$ cat config.mk
export PLATFORM = sky130hd
export DESIGN_NAME = inflight_alloc_gate
export DESIGN_NICKNAME = d
export VERILOG_FILES = /design/src/rtl/ifg_pkg.sv /design/src/rtl/ifg_counter.sv /design/src/rtl/ifg_gate.sv /design/src/rtl/inflight_alloc_gate.sv
export SDC_FILE = /design/constraint.sdc
export NUM_CORES = 1
export LEC_CHECK = 0
export BUFFER_PORTS_ARGS = -buffer_cell sky130_fd_sc_hd__buf_2
export CELL_PAD_IN_SITES_DETAIL_PLACEMENT = 1
export CELL_PAD_IN_SITES_GLOBAL_PLACEMENT = 1
export CORE_MARGIN = 3
export CORE_UTILIZATION = 39
export CTS_BUF_LIST = sky130_fd_sc_hd__clkbuf_2
export DETAILED_ROUTE_END_ITERATION = 8
export PLACE_DENSITY = 0.78
export SLEW_MARGIN = 0
export SYNTH_ARGS = -nofsm -noshare
export SYNTH_HDL_FRONTEND = slang
export SYNTH_HIERARCHICAL = 1
export SYNTH_SLANG_ARGS = --single-unit
$ cat constraint.sdc
create_clock -name clk -period 3.29 [get_ports clk]
set_clock_uncertainty 0.05 [all_clocks]
set_input_delay 0.329 -clock clk [delete_from_list [all_inputs] [get_ports clk]]
set_output_delay 0.329 -clock clk [all_outputs]
set_load 0.02 [all_outputs]
$ cat src/rtl/ifg_pkg.sv
package ifg_pkg;
   localparam int NUM_CTR  = 3;
   localparam int IDX_CALL = 0;
   localparam int IDX_RET  = 1;
   localparam int IDX_ALL  = 2;

   function automatic int imax(input int a, input int b);
      return (a > b) ? a : b;
   endfunction
endpackage

$ cat src/rtl/ifg_counter.sv
module ifg_counter #(
   parameter int CNT_W = 6,
   parameter int DEC_W = 5
) (
   input  logic             clk,
   input  logic             rst_n,
   input  logic             inc,
   input  logic [DEC_W-1:0] dec,
   input  logic             load,
   input  logic [CNT_W-1:0] load_val,
   output logic [CNT_W-1:0] cnt
);
   localparam int SW = ((CNT_W > DEC_W) ? CNT_W : DEC_W) + 1;

   logic [SW-1:0]    sum_w;
   logic [SW-1:0]    dec_w;
   logic [CNT_W-1:0] nxt;

   always_comb begin
      sum_w = SW'(cnt) + SW'(inc);
      dec_w = SW'(dec);
      if (load)                nxt = load_val;
      else if (dec_w >= sum_w) nxt = '0;
      else                     nxt = CNT_W'(sum_w - dec_w);
   end

   always_ff @(posedge clk or negedge rst_n) begin
      if (!rst_n) cnt <= '0;
      else        cnt <= nxt;
   end

   // a flush loads the survivor count exactly
   p_flush_load_r9: assert property (@(posedge clk) disable iff (!rst_n)
      load |=> (cnt == $past(load_val)));

   // an empty counter with no admission stays at zero whatever is freed
   p_floor_r8: assert property (@(posedge clk) disable iff (!rst_n)
      (!load && !inc && cnt == '0) |=> (cnt == '0));
endmodule

$ cat src/rtl/ifg_gate.sv
module ifg_gate #(
   parameter int CNT_W     = 6,
   parameter int CALL_MAX  = 15,
   parameter int BR_MAX    = 48,
   parameter int ROB_DEPTH = 40
) (
   input  logic             clk,
   input  logic             rst_n,
   input  logic             legacy_en,
   input  logic             alloc_valid,
   input  logic             is_call,
   input  logic             is_ret,
   input  logic             is_jump,
   input  logic [CNT_W-1:0] call_cnt,
   input  logic [CNT_W-1:0] ret_cnt,
   input  logic [CNT_W-1:0] br_cnt,
   output logic             stall
);
   localparam logic [CNT_W-1:0] CALL_LIM = CNT_W'(CALL_MAX);
   localparam logic [CNT_W-1:0] BR_STD   = CNT_W'(BR_MAX);
   localparam logic [CNT_W-1:0] BR_LEG   = CNT_W'(ROB_DEPTH);
   localparam logic [CNT_W-1:0] RET_TRIP = CNT_W'(2);

   logic             any_br;
   logic [CNT_W-1:0] br_lim;
   logic             call_full;
   logic             br_full;
   logic             legacy_hold;

   always_comb begin
      any_br      = is_call | is_ret | is_jump;
      br_lim      = legacy_en ? BR_LEG : BR_STD;
      call_full   = is_call && (call_cnt >= CALL_LIM);
      br_full     = any_br && (br_cnt >= br_lim);
      legacy_hold = legacy_en && is_call && (ret_cnt >= RET_TRIP) && (call_cnt != '0);
      stall       = alloc_valid && (call_full || br_full || legacy_hold);
   end

   // at most one type flag per instruction (input assumption)
   p_type_onehot_r7: assert property (@(posedge clk) disable iff (!rst_n)
      alloc_valid |-> $onehot0({is_call, is_ret, is_jump}));

   p_call_cap_r2: assert property (@(posedge clk) disable iff (!rst_n)
      (alloc_valid && is_call && call_cnt == CALL_LIM) |-> stall);

   p_branch_cap_r3: assert property (@(posedge clk) disable iff (!rst_n)
      (alloc_valid && !legacy_en && (is_call || is_ret || is_jump) && br_cnt >= BR_STD) |-> stall);

   p_legacy_one_call_r5: assert property (@(posedge clk) disable iff (!rst_n)
      (alloc_valid && legacy_en && is_call && ret_cnt >= RET_TRIP && call_cnt != '0) |-> stall);

   p_rob_cap_r6: assert property (@(posedge clk) disable iff (!rst_n)
      (alloc_valid && legacy_en && is_jump && br_cnt >= BR_LEG) |-> stall);

   p_plain_pass_r7: assert property (@(posedge clk) disable iff (!rst_n)
      (!is_call && !is_ret && !is_jump) |-> !stall);
endmodule

$ cat src/rtl/inflight_alloc_gate.sv
module inflight_alloc_gate #(
   parameter  int CALL_MAX  = 15,
   parameter  int BR_MAX    = 48,
   parameter  int ROB_DEPTH = 40,
   parameter  int RETIRE_W  = 4,
   localparam int LIM_TOP   = (BR_MAX > ROB_DEPTH) ? BR_MAX : ROB_DEPTH,
   localparam int CNT_W     = $clog2(LIM_TOP + 1),
   localparam int FW        = $clog2(RETIRE_W + 1)
) (
   input  logic             clk,
   input  logic             rst_n,
   input  logic             legacy_en,
   input  logic             alloc_valid,
   input  logic             alloc_call,
   input  logic             alloc_ret,
   input  logic             alloc_jump,
   input  logic [FW-1:0]    free_calls,
   input  logic [FW-1:0]    free_rets,
   input  logic [FW-1:0]    free_jumps,
   input  logic             flush_valid,
   input  logic [CNT_W-1:0] keep_calls,
   input  logic [CNT_W-1:0] keep_rets,
   input  logic [CNT_W-1:0] keep_jumps,
   output logic             alloc_stall,
   output logic [CNT_W-1:0] calls_inflight,
   output logic [CNT_W-1:0] rets_inflight,
   output logic [CNT_W-1:0] branches_inflight
);
   import ifg_pkg::*;

   localparam int DEC_W = FW + 2;

   if (CALL_MAX < 13 || CALL_MAX > 19) begin : g_bad_call
      $error("CALL_MAX must lie in 13..19");
   end
   if (BR_MAX < CALL_MAX || ROB_DEPTH < CALL_MAX) begin : g_bad_br
      $error("branch budgets must not be below the call budget");
   end
   if (RETIRE_W < 1) begin : g_bad_rw
      $error("RETIRE_W must be at least 1");
   end

   logic             admit;
   logic             inc_v [NUM_CTR];
   logic [DEC_W-1:0] dec_v [NUM_CTR];
   logic [CNT_W-1:0] ld_v  [NUM_CTR];
   logic [CNT_W-1:0] cnt_v [NUM_CTR];

   ifg_gate #(
      .CNT_W(CNT_W), .CALL_MAX(CALL_MAX), .BR_MAX(BR_MAX), .ROB_DEPTH(ROB_DEPTH)
   ) u_gate (
      .clk(clk), .rst_n(rst_n), .legacy_en(legacy_en),
      .alloc_valid(alloc_valid), .is_call(alloc_call), .is_ret(alloc_ret),
      .is_jump(alloc_jump), .call_cnt(cnt_v[IDX_CALL]), .ret_cnt(cnt_v[IDX_RET]),
      .br_cnt(cnt_v[IDX_ALL]), .stall(alloc_stall)
   );

   always_comb begin
      admit           = alloc_valid && !alloc_stall && !flush_valid;
      inc_v[IDX_CALL] = admit && alloc_call;
      inc_v[IDX_RET]  = admit && alloc_ret;
      inc_v[IDX_ALL]  = admit && (alloc_call || alloc_ret || alloc_jump);
      dec_v[IDX_CALL] = DEC_W'(free_calls);
      dec_v[IDX_RET]  = DEC_W'(free_rets);
      dec_v[IDX_ALL]  = DEC_W'(free_calls) + DEC_W'(free_rets) + DEC_W'(free_jumps);
      ld_v[IDX_CALL]  = keep_calls;
      ld_v[IDX_RET]   = keep_rets;
      ld_v[IDX_ALL]   = keep_calls + keep_rets + keep_jumps;
   end

   for (genvar k = 0; k < NUM_CTR; k++) begin : g_ctr
      ifg_counter #(.CNT_W(CNT_W), .DEC_W(DEC_W)) u_cnt (
         .clk(clk), .rst_n(rst_n), .inc(inc_v[k]), .dec(dec_v[k]),
         .load(flush_valid), .load_val(ld_v[k]), .cnt(cnt_v[k])
      );
   end

   assign calls_inflight    = cnt_v[IDX_CALL];
   assign rets_inflight     = cnt_v[IDX_RET];
   assign branches_inflight = cnt_v[IDX_ALL];

   // the call budget is never exceeded
   p_call_bound_r2: assert property (@(posedge clk) disable iff (!rst_n)
      calls_inflight <= CNT_W'(CALL_MAX));

   // a held instruction with nothing freed leaves all counts unchanged
   p_stall_hold_r7: assert property (@(posedge clk) disable iff (!rst_n)
      (alloc_stall && !flush_valid && free_calls == '0 && free_rets == '0 && free_jumps == '0)
      |=> ($stable(calls_inflight) && $stable(rets_inflight) && $stable(branches_inflight)));
endmodule

==> run metrics, run 1 <==
status=finished, violations left; failing checks=setup timing; CORE AREA=6420 sq um; DIE WIDTH=87.7 um; GPL Wtd Cong=0.803; wire length per cell=21.9 um; synthesis warning total=6; number of max-cap violations=0; startpoint types=register; dominant cell type by area after synthesis=ha_1; final period utilization=117%; Worst-Skew Late Latency=0.34 ns; post-route setup slack=-0.573 ns; Power Total=0.00323 W; initial core utilization=40.5%; pre-CTS worst setup slack=-0.562 ns; CP Capture Type=register; IO Count=54; largest net degree at the start of global routing=37; syn_area_per_cell=9.03 sq um; remaining routing DRC violations=0; Setup-failing EPs final=18; cell total after placement=463; gr ovfl total=0; Hold Crit Class=in2reg; Synth top cells by count=49 x inv_1, 47 x ha_1, 27 x nand2_1, 18 x dfrtp_1, 15 x o31ai_1; Register Area=454 sq um; Fill cells=715; Sw Share=49.7%; biggest regs=g_ctr.u_cnt/cnt x18; Period minus WS final=3.86 ns; htree depth=1; router iterations before antenna repair=4; CP peak stage delay=0.47 ns; Primary FF master, synth=dfrtp_1; Flop pwr share=12.5%; vias=2664; RSZ-0062 raised after global routing=true; Max Clk Rate=259 MHz; most frequent CP cell=ha_4; ys async rst share=100%; critical path class=reg2reg; nets=509; initial antenna violation count=0; CP required=3.48 ns; NetSw=0.00160 W; max reg flops=18; Most flops, register=g_ctr.u_cnt/cnt; mapped cell area=2600 sq um; Fin. Hold Viols=0; Layout area overhead=59.0%; Rows=29; clock buffer depth=2; crit path max fanout=6; count of pins over their slew limit=0; CTS tree=built; EDFF count, synth=0; clock share of power=3.4%; Buf+Inv Stages, Crit Path=2; final core occ=64.4%; vias in the first global route=2953; P_int=0.00163 W; unique cell type count in the Yosys netlist=36; most frequent cell after synthesis=inv_1; Post-DRT Antenna Nets=0; slowest CP cell=or4b_4; CTS root buffer=clkbuf_2; number of port buffers=53; Synth Register Bits=18; Critical Path AT=4.06 ns; Synth Instances=288; pwr/cell area=781 nW/um^2; clock buffer count from CTS=3; leakage power=1.98 nW; Detailed Route WL=10700 um; VDD IR max=0.649 mV; logic gate share of total power=84.1%; Multi-input gate area=2610 sq um; ANT cells=0; Reg clk slew, reported paths=0.20 ns; Die H=87.7 um; layout cells sized above 1=53.3%; Synth top area share=22.6%; DR vias/cell=5.44; GRT Overall Usage=26.6%; die area=7680 sq um; Area contributors post-synth=ha_1 23%, dfrtp_1 17%, fa_1 10%, inv_1 7.1%, xnor2_1 4.7%; crit path cell chain=inv_2, ha_4, or4b_4, a311oi_2, o31a_1, nor3b_2, buf_4, and2_4, ha_4, ha_4, xor2_4, ha_4, nand2_4, o21ai_4, nand3_2, a2bb2oi_4, o31ai_1; dpl hpwl=6650 um; initial drt markers=121; Finished Layout Cells=490; register area share after synthesis=17.3%; first-pass GRT wire length=15400 um; CP delay by family, top=compound AO/OA/AOI/OAI gates; Clock Sinks=18
## layout make-up
type                            instances  share of cell area (%)
Sequential cell                        18                    11.0
Multi-Input combinational cell        225                    63.1
Clock buffer                            3                   0.363
Clock inverter                          1                  0.0908
Inverter                               49                    4.45
Timing Repair Buffer                  117                    18.6
Tap cell                               77                    2.33
## power groups by stage
| stage | sequential (W) | clock [W] | combinational [W] |
|---|---|---|---|
| finish | 0.000405 | 0.000110 | 0.00272 |
| global placement | 0.000381 | 0 | 0.00182 |
| CTS | 0.000387 | 0.000102 | 0.00231 |
| detailed placement | 0.000385 | 0 | 0.00189 |
| global route | 0.000415 | 0.000121 | 0.00290 |
| floorplan | 0.000533 | 0 | 0.00100 |
## placed cells by master (no fill, tap or decap), types with 10 or more instances in the layout
cell     instances
xor2_1          10
buf_4           57
dfrtp_1         15
inv_1           44
nand2_1         24
buf_2           53
fa_1            10
ha_1            25
o31ai_1         11
ha_4            18
## stage by stage
step	instance area, sq um	hold slack (ns)	TNS (ns)
2_1_floorplan	2710	-0.0166	-4.66
3_3_place_gp	3370	0.232	-6.74
3_5_place_dp	3370	0.243	-8.89
4_1_cts	3890	0.184	-4.75
5_1_grt	4130	0.179	-9.86
6_report	4130	0.169	-8.13
## routing by layer
| metal | part of all wire, % | routed length, um | global-route usage (%) |
|---|---|---|---|
| met2 | 54 | 5750 | 50.8 |
| met4 | 3.0 | 318 | 6.83 |
| met3 | 4.4 | 469 | 2.63 |
| met1 | 39 | 4180 | 31.3 |
| met5 | 0 | 0 | 0 |
## path summary, 6_finish.rpt
check                                                      from                         endpoint  slack [ns]  cells after the start
worst max-delay path            g_ctr[2].u_cnt/cnt[3]$_DFF_PN0_  g_ctr[0].u_cnt/cnt[0]$_DFF_PN0_       -0.57                     17
worst min-delay path                              keep_calls[5]  g_ctr[0].u_cnt/cnt[5]$_DFF_PN0_        0.17                      3
worst max register to register  g_ctr[2].u_cnt/cnt[3]$_DFF_PN0_  g_ctr[0].u_cnt/cnt[0]$_DFF_PN0_       -0.57                     17
worst min register to register  g_ctr[0].u_cnt/cnt[5]$_DFF_PN0_  g_ctr[0].u_cnt/cnt[5]$_DFF_PN0_        0.80                      3
max in group asynchronous                                 rst_n  g_ctr[1].u_cnt/cnt[5]$_DFF_PN0_        2.44                      2
min in group asynchronous                                 rst_n  g_ctr[2].u_cnt/cnt[1]$_DFF_PN0_        0.39                      2
## kinds of logic after synthesis
family | synth area share [%]
AOI/OAI and AO/OA | 18.4
and+or+nand+nor | 14.6
adders and majority gates | 32.6
xor gates and xnor gates | 9.43
buffers and inverters | 7.51
DFF | 17.3
other | 0.144
## worst reg2reg max path: cells and delay by family (launching register included)
family,cells,cell delay (ns)
AO/OA/AOI/OAI,5,1.10
adder cells (fa/ha/maj),4,0.96
AND/OR/NAND/NOR,5,0.88
flip-flops,1,0.43
buffers and inverters,2,0.20
XOR/XNOR,1,0.17
## repair_timing
item                                   4_1_cts  5_1_grt
resized for setup                           68       29
hold buffers                                 1        0
endpoints found under the hold margin       18        0
setup buffers                               15       10
pin swaps                                   43       20
setup endpoints to repair                   18       18
(Power assumes the default switching activity.)
==> run 2, diff against run 1 <==
==> constraint.sdc (replaced) <==
create_clock -name clk -period 3.29 [get_ports clk]
set_clock_uncertainty 0.05 [all_clocks]
set_input_delay 0.1645 -clock clk [delete_from_list [all_inputs] [get_ports clk]]
set_output_delay 0.1645 -clock clk [all_outputs]
set_load 0.02 [all_outputs]
==> run metrics, run 2 (synthesis results as in run 1) <==
GR Layer Usage met1=30.4% (-0.91 points); number of port buffers=53 (unchanged); Post-DRT Antenna Nets=0 (unchanged); Critical Path Source=g_ctr[2].u_cnt/cnt[4]$_DFF_PN0_; first-pass GRT wire length=16100 um (+4.5%); vias=2686 (+0.83%); clock buffer depth=2 (unchanged); Critical Path AT=4.15 ns (+0.09 ns); dpl hpwl=7090 um (+6.5%); number of max-cap violations=0 (unchanged); layout cells sized above 1=53.8% (+0.58 points); Worst-Skew Late Latency=0.37 ns (+0.03 ns); slowest CP cell=dfrtp_1; nets=512 (+0.59%); status=finished, violations left; CTS root buffer=clkbuf_2; GRT Overall Usage=28.3% (+1.8 points); critical path class=reg2reg; Hold Crit Class=in2reg; ANT cells=0 (unchanged); most common cell after layout, fill and taps aside=buf_4; pwr/cell area=781 nW/um^2 (about the same); Reg clk slew, reported paths=0.24 ns (+0.04 ns); htree depth=1 (unchanged); biggest regs=g_ctr.u_cnt/cnt x18; CTS tree=built; Period minus WS final=3.97 ns (+0.110 ns); remaining routing DRC violations=0 (unchanged); DP Area=3360 sq um (-0.22%); measured slew at the worst slew-check pin=0.490 ns; initial antenna violation count=0 (unchanged); Rel. slew slack=67.0%; router iterations before antenna repair=4 (unchanged); crit path max fanout=6 (unchanged); RSZ-0062 raised after global routing=true; initial drt markers=93 (-23%); hold path startpoint=keep_calls[4]; die area=7680 sq um (unchanged); Max Clk Rate=252 MHz (-2.8%); wire length per cell=23.6 um (+8.0%); Detailed Route WL=11700 um (+8.6%); leakage power=2.02 nW (+1.7%); met3 Track Usage GR=4.99% (+2.4 points); Layout area overhead=63.8%; Most flops, register=g_ctr.u_cnt/cnt; max reg flops=18 (unchanged); vias in the first global route=3013 (+2.0%); CP peak stage delay=0.46 ns (about the same); CORE AREA=6420 sq um (unchanged); DIE WIDTH=87.7 um (unchanged); DR vias/cell=5.45 (+0.21%); CP Capture Type=register; Final Cell Area=4260 sq um (+3.0%); CP required=3.47 ns (about the same); Die H=87.7 um (unchanged); Fill cells=692 (-3.2%); R2R setup slack=-0.68 ns (-0.11 ns); final period utilization=121% (+3.4 points); startpoint types=register; count of pins over their slew limit=0 (unchanged); VDD IR max=0.485 mV (-25%); Setup-failing EPs final=18 (unchanged); post-route setup slack=-0.683 ns (-0.110 ns); IO Count=54 (unchanged); failing checks=setup timing; cell total after placement=462 (-0.22%); R2R Path Start=g_ctr[2].u_cnt/cnt[4]$_DFF_PN0_; most frequent cells in the layout=60 x buf_4, 53 x buf_2, 48 x inv_1; largest net degree at the start of global routing=37 (unchanged); clock buffer count from CTS=3 (unchanged); initial core utilization=40.5% (unchanged); Clock Sinks=18 (unchanged); GRT met2 Usage=52.0% (+1.2 points); GPL Wtd Cong=0.945 (+18%); Rows=29 (unchanged); GRT busiest layer=met2; Finished Layout Cells=493 (+0.61%); crit path cell chain=ha_1, o21ai_0, a311oi_2, o31a_1, nor3b_4, o31a_1, ha_2, ha_4, xor2_4, ha_4, nand2_2, o21ai_2, nand3_2, a2bb2oi_4, buf_4, o31ai_2; gr ovfl total=0 (unchanged); Fin. Hold Viols=0 (unchanged)
## run 2: cell types whose count changed in the layout (fill, tap and decap cells not counted), moves of 3 or more
| cell | change |
|---|---|
| o31ai_1 | -5 |
| inv_1 | +4 |
| inv_2 | -4 |
| o31ai_2 | +4 |
| buf_4 | +3 |
| buf_6 | -3 |
| xnor2_4 | +3 |
## run 2: power breakdown
part	switching [W]	internal (W)	leakage, nW	total (W)
Clock	0.0000879	0.0000321	0.0166	0.000120
Combinational	0.00149	0.00130	1.78	0.00279
Sequential	0.000104	0.000310	0.216	0.000414
Total	0.00168	0.00164	2.02	0.00333
## run 2: layout make-up
type                            instances  area (sq um)  area share, %
Clock buffer                            4          20.0          0.470
Inverter                               49           184           4.32
Multi-Input combinational cell        225          2700           63.3
Sequential cell                        18           454           10.7
Tap cell                               77          96.3           2.26
Timing Repair Buffer                  120           810           19.0
## run 2: stage by stage
| step | utilization [%] | worst slack, ns | TNS (ns) | hold WS [ns] | total power, W |
|---|---|---|---|---|---|
| after global placement | 52.3 | -0.382 | -4.47 | 0.0738 | 0.00217 |
| after detailed placement | 52.3 | -0.541 | -7.92 | 0.0759 | 0.00229 |
| after floorplan | - | -0.339 | -4.66 | -0.181 | 0.00154 |
| after CTS | 62.0 | -0.451 | -5.95 | 0.00623 | 0.00290 |
| after global routing | 66.3 | -0.756 | -11.68 | 0.0135 | 0.00350 |
| final | 66.3 | -0.683 | -10.43 | 0.00857 | 0.00333 |
## run 2: final timing paths
kind	to	cells past startpoint
min reg2reg	g_ctr[0].u_cnt/cnt[5]$_DFF_PN0_	3
max reg2reg	g_ctr[2].u_cnt/cnt[0]$_DFF_PN0_	16
min	g_ctr[0].u_cnt/cnt[4]$_DFF_PN0_	3
max	g_ctr[2].u_cnt/cnt[0]$_DFF_PN0_	16
min in group asynchronous	g_ctr[1].u_cnt/cnt[0]$_DFF_PN0_	2
max in group asynchronous	g_ctr[2].u_cnt/cnt[3]$_DFF_PN0_	2
## run 2: routing by layer
layer  routed length (um)  up-vias  share of wire (%)
met4                  594        0                5.1
met1                 4360     1329                 37
met5                    0        -                  0
met2                 6220      103                 53
met3                  482       44                4.1
li1                     -     1210                  -
## run 2: critical path, delay by kind of cell, from the launching register on
| family | cells | cell delay, ns |
|---|---|---|
| AND/OR/NAND/NOR | 3 | 0.43 |
| XOR/XNOR | 1 | 0.09 |
| flip-flops | 1 | 0.46 |
| AO/OA/AOI/OAI | 7 | 1.62 |
| buffers and inverters | 1 | 0.16 |
| adder cells (fa/ha/maj) | 4 | 1.06 |
## run 2: timing repair
item / CTS / global route
endpoints found under the setup margin: 18 / 18
endpoints found under the hold margin: 18 / 1
gates resized for setup: 68 / 28
hold buffers: 1 / 1
pin swaps: 41 / 29
setup buffers: 15 / 10
